`config.mk`:
```
export PLATFORM = sky130hd
export DESIGN_NAME = flash_launch_ctrl
export DESIGN_NICKNAME = d
export VERILOG_FILES = /design/src/rtl/flc_pkg.sv /design/src/rtl/flc_launch_check.sv /design/src/rtl/flc_status_flags.sv /design/src/rtl/flc_cmd_buffer.sv /design/src/rtl/flash_launch_ctrl.sv
export SDC_FILE = /design/constraint.sdc
export NUM_CORES = 1
export LEC_CHECK = 0
export BUFFER_PORTS_ARGS = -buffer_cell sky130_fd_sc_hd__buf_4
export CAP_MARGIN = 0
export CORE_MARGIN = 3
export CORE_UTILIZATION = 45
export DETAILED_ROUTE_END_ITERATION = 10
export PLACE_DENSITY = 0.74
export REMOVE_ABC_BUFFERS = 1
export SLEW_MARGIN = 15
export SYNTH_ARGS = -nofsm -noshare
export SYNTH_HDL_FRONTEND = slang
export SYNTH_SLANG_ARGS = --single-unit
```
`constraint.sdc`:
```
create_clock -name clk -period 2.5 [get_ports clk]
set_clock_uncertainty 0.15 [all_clocks]
set_input_delay 0.125 -clock clk [delete_from_list [all_inputs] [get_ports clk]]
set_output_delay 0.125 -clock clk [all_outputs]
set_load 0.02 [all_outputs]
```
`src/rtl/flc_pkg.sv`:
```
package flc_pkg;
  localparam int unsigned STAT_W    = 8;
  localparam int unsigned BIT_EMPTY = 7;
  localparam int unsigned BIT_DONE  = 6;
  localparam int unsigned BIT_PROT  = 5;
  localparam int unsigned BIT_ACC   = 4;
  localparam int unsigned BIT_BLANK = 2;

  typedef struct packed {
    logic accept;
    logic set_prot;
    logic set_acc;
  } launch_res_t;
endpackage

```
`src/rtl/flc_launch_check.sv`:
```
module flc_launch_check
  import flc_pkg::*;
(
  input  logic        wr_en,
  input  logic        w_launch,
  input  logic        w_clr_prot,
  input  logic        w_clr_acc,
  input  logic        buf_empty,
  input  logic        prot_q,
  input  logic        acc_q,
  input  logic        seq_ok,
  input  logic        div_ready,
  input  logic        tgt_prot,
  input  logic        is_burst,
  input  logic        arr_busy,
  input  logic        busy_burst,
  input  logic        stop_hit,
  output launch_res_t res
);
  logic launch_req;
  logic prot_left;
  logic acc_left;
  logic gate_ok;
  logic order_bad;
  logic acc_bad;

  always_comb begin
    launch_req = wr_en & w_launch & buf_empty & ~stop_hit;
    prot_left  = prot_q & ~(wr_en & w_clr_prot);
    acc_left   = acc_q & ~(wr_en & w_clr_acc);
    gate_ok    = launch_req & ~prot_left & ~acc_left;
    order_bad  = arr_busy & (~is_burst | ~busy_burst);
    acc_bad    = ~seq_ok | ~div_ready | order_bad;
    res.set_acc  = gate_ok & acc_bad;
    res.set_prot = gate_ok & ~acc_bad & tgt_prot;
    res.accept   = gate_ok & ~acc_bad & ~tgt_prot;
  end
endmodule

```
`src/rtl/flc_status_flags.sv`:
```
module flc_status_flags (
  input  logic clk,
  input  logic rst_n,
  input  logic wr_en,
  input  logic w_clr_prot,
  input  logic w_clr_acc,
  input  logic set_prot,
  input  logic set_acc,
  output logic prot_q,
  output logic acc_q
);
  logic prot_d;
  logic acc_d;
  logic upd_en;

  always_comb begin
    upd_en = wr_en | set_prot | set_acc;
    prot_d = (prot_q & ~(wr_en & w_clr_prot)) | set_prot;
    acc_d  = (acc_q & ~(wr_en & w_clr_acc)) | set_acc;
  end

  always_ff @(posedge clk or negedge rst_n) begin
    if (!rst_n) begin
      prot_q <= 1'b0;
      acc_q  <= 1'b0;
    end else if (upd_en) begin
      prot_q <= prot_d;
      acc_q  <= acc_d;
    end
  end


  acc_w1c_chk: assert property (@(posedge clk) disable iff (!rst_n)
    (wr_en && w_clr_acc && !set_acc) |=> !acc_q);

  prot_w1c_chk: assert property (@(posedge clk) disable iff (!rst_n)
    (wr_en && w_clr_prot && !set_prot) |=> !prot_q);

  acc_hold_chk: assert property (@(posedge clk) disable iff (!rst_n)
    (acc_q && !wr_en) |=> acc_q);
endmodule

```
`src/rtl/flc_cmd_buffer.sv`:
```
module flc_cmd_buffer #(
  parameter int unsigned CMD_W = 8
) (
  input  logic             clk,
  input  logic             rst_n,
  input  logic             accept,
  input  logic [CMD_W-1:0] cmd_op,
  input  logic             cmd_burst,
  input  logic             stop_req,
  input  logic             arr_done,
  output logic             buf_full_q,
  output logic             busy_q,
  output logic             busy_burst_q,
  output logic             stop_hit,
  output logic             arr_start,
  output logic [CMD_W-1:0] arr_op,
  output logic             arr_abort
);
  logic [CMD_W-1:0] buf_op_q;
  logic             buf_burst_q;
  logic             xfer;
  logic             buf_full_d;
  logic             busy_d;

  always_comb begin
    stop_hit = stop_req & (buf_full_q | busy_q);
    xfer     = buf_full_q & (~busy_q | arr_done) & ~stop_hit;
    if (stop_hit)    buf_full_d = 1'b0;
    else if (accept) buf_full_d = 1'b1;
    else if (xfer)   buf_full_d = 1'b0;
    else             buf_full_d = buf_full_q;
    if (stop_hit)               busy_d = 1'b0;
    else if (xfer)              busy_d = 1'b1;
    else if (busy_q && arr_done) busy_d = 1'b0;
    else                        busy_d = busy_q;
  end

  always_ff @(posedge clk or negedge rst_n) begin
    if (!rst_n) begin
      buf_full_q <= 1'b0;
      busy_q     <= 1'b0;
      arr_start  <= 1'b0;
      arr_abort  <= 1'b0;
    end else begin
      buf_full_q <= buf_full_d;
      busy_q     <= busy_d;
      arr_start  <= xfer;
      arr_abort  <= stop_hit;
    end
  end

  always_ff @(posedge clk or negedge rst_n) begin
    if (!rst_n) begin
      buf_op_q    <= '0;
      buf_burst_q <= 1'b0;
    end else if (accept) begin
      buf_op_q    <= cmd_op;
      buf_burst_q <= cmd_burst;
    end
  end

  always_ff @(posedge clk or negedge rst_n) begin
    if (!rst_n) begin
      arr_op       <= '0;
      busy_burst_q <= 1'b0;
    end else if (xfer) begin
      arr_op       <= buf_op_q;
      busy_burst_q <= buf_burst_q;
    end
  end


  start_src_chk: assert property (@(posedge clk) disable iff (!rst_n)
    arr_start |-> $past(buf_full_q));

  no_overlap_chk: assert property (@(posedge clk) disable iff (!rst_n)
    (busy_q && !arr_done && !stop_hit) |=> !arr_start);

  stop_flush_chk: assert property (@(posedge clk) disable iff (!rst_n)
    stop_hit |=> (!buf_full_q && !busy_q && arr_abort));
endmodule

```
`src/rtl/flash_launch_ctrl.sv`:
```
module flash_launch_ctrl
  import flc_pkg::*;
#(
  parameter int unsigned    CMD_W    = 8,
  parameter logic [CMD_W-1:0] BURST_OP = 8'h25
) (
  input  logic              clk,
  input  logic              rst_n,
  input  logic              reg_wr,
  input  logic [STAT_W-1:0] reg_wdata,
  output logic [STAT_W-1:0] reg_rdata,
  input  logic [CMD_W-1:0]  cmd_opcode,
  input  logic              seq_ok,
  input  logic              div_ready,
  input  logic              tgt_prot,
  input  logic              stop_req,
  output logic              arr_start,
  output logic [CMD_W-1:0]  arr_op,
  output logic              arr_abort,
  input  logic              arr_done
);
  logic [1:0]  rst_sync_q;
  logic        rst_int_n;
  logic        buf_full;
  logic        arr_busy;
  logic        busy_burst;
  logic        stop_hit;
  logic        prot_q;
  logic        acc_q;
  logic        is_burst;
  logic        buf_empty;
  logic        cmd_done;
  launch_res_t res;
  logic        unused_wbits;

  always_ff @(posedge clk or negedge rst_n) begin
    if (!rst_n) rst_sync_q <= 2'b00;
    else        rst_sync_q <= {rst_sync_q[0], 1'b1};
  end
  assign rst_int_n = rst_sync_q[1];

  assign is_burst     = (cmd_opcode == BURST_OP);
  assign buf_empty    = ~buf_full;
  assign cmd_done     = ~buf_full & ~arr_busy;
  assign unused_wbits = ^{reg_wdata[BIT_DONE], reg_wdata[3:0]};

  flc_launch_check u_check (
    .wr_en      (reg_wr),
    .w_launch   (reg_wdata[BIT_EMPTY]),
    .w_clr_prot (reg_wdata[BIT_PROT]),
    .w_clr_acc  (reg_wdata[BIT_ACC]),
    .buf_empty  (buf_empty),
    .prot_q     (prot_q),
    .acc_q      (acc_q),
    .seq_ok     (seq_ok),
    .div_ready  (div_ready),
    .tgt_prot   (tgt_prot),
    .is_burst   (is_burst),
    .arr_busy   (arr_busy),
    .busy_burst (busy_burst),
    .stop_hit   (stop_hit),
    .res        (res)
  );

  flc_status_flags u_flags (
    .clk        (clk),
    .rst_n      (rst_int_n),
    .wr_en      (reg_wr),
    .w_clr_prot (reg_wdata[BIT_PROT]),
    .w_clr_acc  (reg_wdata[BIT_ACC]),
    .set_prot   (res.set_prot),
    .set_acc    (res.set_acc | stop_hit),
    .prot_q     (prot_q),
    .acc_q      (acc_q)
  );

  flc_cmd_buffer #(.CMD_W(CMD_W)) u_buf (
    .clk          (clk),
    .rst_n        (rst_int_n),
    .accept       (res.accept),
    .cmd_op       (cmd_opcode),
    .cmd_burst    (is_burst),
    .stop_req     (stop_req),
    .arr_done     (arr_done),
    .buf_full_q   (buf_full),
    .busy_q       (arr_busy),
    .busy_burst_q (busy_burst),
    .stop_hit     (stop_hit),
    .arr_start    (arr_start),
    .arr_op       (arr_op),
    .arr_abort    (arr_abort)
  );

  always_comb begin
    reg_rdata            = '0;
    reg_rdata[BIT_EMPTY] = buf_empty;
    reg_rdata[BIT_DONE]  = cmd_done;
    reg_rdata[BIT_PROT]  = prot_q;
    reg_rdata[BIT_ACC]   = acc_q;
    reg_rdata[BIT_BLANK] = 1'b0;
  end


  done_needs_empty_chk: assert property (@(posedge clk) disable iff (!rst_int_n)
    reg_rdata[BIT_DONE] |-> reg_rdata[BIT_EMPTY]);

  full_write_ignored_chk: assert property (@(posedge clk) disable iff (!rst_int_n)
    (reg_wr && !reg_rdata[BIT_EMPTY] && !stop_req && !reg_rdata[BIT_ACC])
      |=> !reg_rdata[BIT_ACC]);
endmodule

```
After elaboration in Yosys (flattened, before gate mapping)

Cells that the tools add are included.

Bits in registers: 26
Output and inout port bits: 18
Logic and storage cells: 62

Equal/unequal tests: 1
Multiplexer cells: 6
Bitwise operators: 41
Reductions and logical operators: 3

Operators by type and width:

| kind                 | number |
|---|---|
| $and A1 B1 Y1        | 18 |
| $not A1 Y1           | 13 |
| $or A1 B1 Y1         | 10 |
| $eq A8 B6 Y1 const B | 1 |
| $mux W1              | 6 |
| $reduce_bool A3 Y1   | 2 |
| $logic_and A1 B1 Y1  | 1 |

Depth between registers and ports, before layout

Depth in word-level cells: 10
Mapped depth: 5
Gate-level depth less buffers: 4

By module

Synthesis repeated with hierarchy kept, for this count alone.

Cell total of the unflattened synthesis: 87
Area total of the unflattened synthesis: 1161.1 um2

Modules (own cells, without submodules):

| module            | instances | cells each | area each (um2) |
|---|---|---|---|
| flc_cmd_buffer    | 1         | 52         | 859.6 |
| flash_launch_ctrl | 1         | 18         | 155.1 |
| flc_launch_check  | 1         | 11         | 73.8 |
| flc_status_flags  | 1         | 6          | 72.6 |

Worst setup path before layout

OpenSTA, ideal clock, no wires.

Path type: reg-to-reg
Start point: register u_buf.buf_full_q
End point: register u_buf.buf_op_q[0]
Setup time: 0.125 ns
Data arrival time: 1.723 ns
Path slack: 0.502 ns
Cell stages (with the launch flop): 6
Period minus slack after synthesis: 1.998 ns
Cell sequence: dfrtp_1 o21a_1 a21o_1 or4_4 buf_6 mux2_4

Cells in the longest elaborated chain, start to end: 8
Elaborated cells between the ends (all ways): 10
Classes of those cells: 10 x bitwise

Ends and longest elaborated chain:

| item                       | RTL line                | source |
|---|---|---|
| from (decl)                | flc_cmd_buffer.sv:11    | `output logic buf_full_q,` |
| from (signal assigned)     | flc_cmd_buffer.sv:45    | `buf_full_q <= buf_full_d;` |
| $or A1 B1 Y1               | flc_cmd_buffer.sv:26    | `stop_hit = stop_req & (buf_full_q \| busy_q);` |
| $and A1 B1 Y1              | flc_cmd_buffer.sv:26    |  |
| net stop_hit               | flash_launch_ctrl.sv:27 | `logic stop_hit;` |
| $not A1 Y1                 | flc_launch_check.sv:28  | `launch_req = wr_en & w_launch & buf_empty & ~stop_hit;` |
| $and A1 B1 Y1              | flc_launch_check.sv:28  |  |
| $and A1 B1 Y1 (2 in a row) | flc_launch_check.sv:31  | `gate_ok = launch_req & ~prot_left & ~acc_left;` |
| $and A1 B1 Y1 (2 in a row) | flc_launch_check.sv:36  | `res.accept = gate_ok & ~acc_bad & ~tgt_prot;` |
| to (signal assigned)       | flc_cmd_buffer.sv:57    | `buf_op_q <= cmd_op;` |
| to (decl)                  | flc_cmd_buffer.sv:19    | `logic [CMD_W-1:0] buf_op_q;` |

The timed path passes the listed nets, and every way through them passes these cells.
A chain may end at the register's enable or synchronous reset.

Final worst setup path

Start point: input port cmd_opcode[4]
End point: register u_buf.buf_op_q[3]

Cells in the longest elaborated chain, start to end: 8

Ends and longest elaborated chain:

| item                       | RTL line                | source |
|---|---|---|
| from (decl)                | flash_launch_ctrl.sv:12 | `input logic [CMD_W-1:0] cmd_opcode,` |
| $eq A8 B6 Y1               | flash_launch_ctrl.sv:42 | `assign is_burst = (cmd_opcode == BURST_OP);` |
| $not A1 Y1                 | flc_launch_check.sv:32  | `order_bad = arr_busy & (~is_burst \| ~busy_burst);` |
| $or A1 B1 Y1               | flc_launch_check.sv:32  |  |
| $and A1 B1 Y1              | flc_launch_check.sv:32  |  |
| $or A1 B1 Y1               | flc_launch_check.sv:33  | `acc_bad = ~seq_ok \| ~div_ready \| order_bad;` |
| $not A1 Y1                 | flc_launch_check.sv:36  |  |
| $and A1 B1 Y1 (2 in a row) | flc_launch_check.sv:36  |  |

Every way passes these cells.

==> results.toml <==
[status]
status = "complete, no violations"

[critical_path]
critical-path-max-stage-delay_ns = 0.57
crit_path_end_kind = "register"
critPathLaunchType = "primary input"
r2r_slack_ns = 0.39
worstPathArrival_ns = 2.29
cp_slowest_cell = "or4_4"
path_cells = "dlygate4sd3_1 > buf_4 > nor4b_2 > a31oi_1 > or4_4 > mux2_4"
r2r_start = "u_buf.busy_q$_DFFE_PN0P_"
critical-path-top-delay-family = "simple AND/OR/NAND/NOR gates"
r2r_cells = 4
crit_type = "primary input to register"
crit_fanout = 9
rr_endpoint = "u_buf.buf_op_q[3]$_DFFE_PN0P_"
critPathBufInv = 2
crit_required_ns = 2.54
cp-startpoint = "cmd_opcode[4]"

[power_and_ir_drop]
clock_power_share_pct = 17.6
swShare_pct = 25.6
power.switching_mw = 0.233
comb_power_share_pct = 24.0
power.internal_mw = 0.678
power_density_mw_per_mm2 = 593
seqPwrFrac_pct = 58.4
p_leak_nw = 0.793
vdd_drop_max_mv = 0.359

[cells_and_area]
layout.nets = 154
syn2layout_area_growth_pct = 34.7
fillers = 176
regArea_um2 = 651
drive_gt1_share_pct = 43.0
n_antenna_cell = 0
postLayoutCoreUtil_pct = 66.8
multi_input_area_um2 = 418

[clocking]
clock_latency_ns = 0.30
postCtsSetupBuffers = 0
cts_buffer_depth = 2
cts_tree = "built"
h-tree-depth = 1
cts.clk_slew.worst_paths_ns = 0.12
cts_made_buffers = 3
cts-root-buf = "clkbuf_4"
cts.sinks = 26

[routing]
drt-initial-drc-count = 4
avgViaCountPerCell = 4.94
drt-total-wl_um = 2090
ant_nets = 0
drtPass1Iterations = 4
num_vias = 771
drc = 0
wl_per_cell_um = 13.4

[job]
cap_violations = 0

[floorplanning]
io_pins = 42
die_h_um = 56.3
core_area_mm2 = 0.00230
dieArea_mm2 = 0.00317
rows = 17
die_w_um = 56.3
start_util_pct = 49.6

[logic_synthesis]
yosysTopAreaCellShare_pct = 57.1
synth_compound_area_share_pct = 4.50
netlist_area_mm2 = 0.00114
yosysUniqueCellTypes = 28
synth_top_family_by_area = "multiplexers"
yosys.area.top_type = "dfrtp_1"
synth_xor_area_share_pct = 0
synth_seq_cells = 26
synth-adder-area-share_pct = 0
synth-seq-area-share_pct = 57.1
yosys_warnings = 0
muxShareOfSynthArea_pct = 20.3
synthSimpleGateAreaFrac_pct = 10.2
synth_area_leaders = "dfrtp_1, mux2_4, mux2_2"
syn_inst = 83
synth.avg_cell_area_um2 = 13.7

[worst_hold_path]
hold_path.class = "primary input to register"
whs_path_depth = 4
min_to = "u_flags.acc_q$_DFFE_PN0P_"
holdCritStartpoint = "reg_wdata[4]"

[timing]
fmax_mhz = 444
finalSetupViolations = 0
tightest_slew_ns = 0.905
finalHoldViolations = 0
period_share_pct = 90.0
min_period_ns = 2.25
slew_headroom_pct = 39.7
fin_hold_ws_ns = 0.136
tns_ns = 0
slew_violations = 0
rsz0062_at_grt = "false"

[global_routing]
grt_max_degree = 25
grt_pass1_vias = 828
grt_use_total_pct = 14.7
overflow = 0
grt_pass1_wl_um = 3640
antenna_found_initial = 0

[placed_design]
dp_hpwl_um = 1540
gp_congestion = 0.697
io_buffers = 32
## sequential cells by signal (all words and copies together) (netlist names)
name / cells
u_buf.busy_burst_q: 1
u_buf.busy_q: 1
u_buf.buf_op_q: 8
u_buf.arr_start: 1
u_buf.buf_burst_q: 1
u_buf.buf_full_q: 1
u_buf.arr_op: 8
u_buf.arr_abort: 1
u_flags.acc_q: 1
u_flags.prot_q: 1
rst_sync_q: 2
## cell usage in the layout (no fill, tap or decap), types with 2 or more instances in the layout
master          n
buf_4          33
dfrtp_1        26
dlygate4sd3_1  15
mux2_4          8
mux2_2          7
conb_1          5
nor2_1          4
nand2_1         4
clkbuf_4        3
inv_1           2
a21o_1          2
mux2_1          2
## synthesized netlist by cell type, drive strengths merged
cell type	n
buf	9
o21a	1
nand2	4
dfrtp	26
or4	1
mux2	17
nor2	4
inv	3
and3	1
a21o	2
mux2i	1
conb	2
nand3	1
nor3	2
nor4b	1
o2111ai	1
a22o	1
and3b	1
a31oi	1
nor2b	1
a21oi	1
nor4	1
and4bb	1
## final cells by class
cell class	instances	share of cell area (%)
tap	28	2.28
multi-input combinational	48	27.2
timing repair buffer	48	25.9
sequential	26	42.4
inverter	3	0.733
clock buffer	3	1.47
## power by group through the flow
stage / Combinational (mW) / Sequential (mW) / Clock (mW)
6_report: 0.219 / 0.531 / 0.160
5_1_grt: 0.235 / 0.541 / 0.187
4_1_cts: 0.221 / 0.532 / 0.168
3_5_place_dp: 0.202 / 0.540 / 0
3_3_place_gp: 0.196 / 0.536 / 0
2_1_floorplan: 0.0957 / 0.558 / 0
## worst max path at each step
stage	cells past startpoint	slack [ns]	to
6_report	6	0.25	u_buf.buf_op_q[3]$_DFFE_PN0P_
4_1_cts	6	0.24	u_buf.buf_op_q[3]$_DFFE_PN0P_
3_3_place_gp	4	0.44	u_buf.buf_op_q[4]$_DFFE_PN0P_
2_1_floorplan	4	0.53	u_buf.buf_op_q[0]$_DFFE_PN0P_
5_1_grt	6	0.20	u_buf.buf_op_q[0]$_DFFE_PN0P_
3_5_place_dp	4	0.40	u_buf.buf_op_q[0]$_DFFE_PN0P_
## tightest hold or removal path, stage by stage
cell and delay [ns]:
buf_4 0.11, nand2_1 0.05, a21o_1 0.17, a21o_1 0.11
## timing repair
item | 4_1_cts | 5_1_grt
gates resized for setup | 0 | 0
hold buffers | 15 | 0
hold endpoints to repair | 15 | 0
## cell families after synthesis
logic type             Yosys count
AOI/OAI and AO/OA                7
buffers and inverters           12
DFF                             26
muxes                           18
other                            2
and+or+nand+nor                 18
## per-stage QoR
step	cells	power (mW)	cell area (um2)	setup WS, ns
floorplan	77	0.653	1080	0.526
global placement	138	0.732	1360	0.439
detailed placement	138	0.742	1360	0.404
CTS	156	0.920	1540	0.242
global route	156	0.963	1540	0.196
finish	156	0.910	1540	0.250
## per-layer routing
metal  track usage, %  vias to the layer above  wire (um)
met5                0                        -          0
met1             17.7                      379        873
met2             26.0                       21       1080
li1                 -                      369          -
met3             2.76                        2        115
met4             5.08                        0         20
No activity file was read; power rests on OpenSTA's default activity.
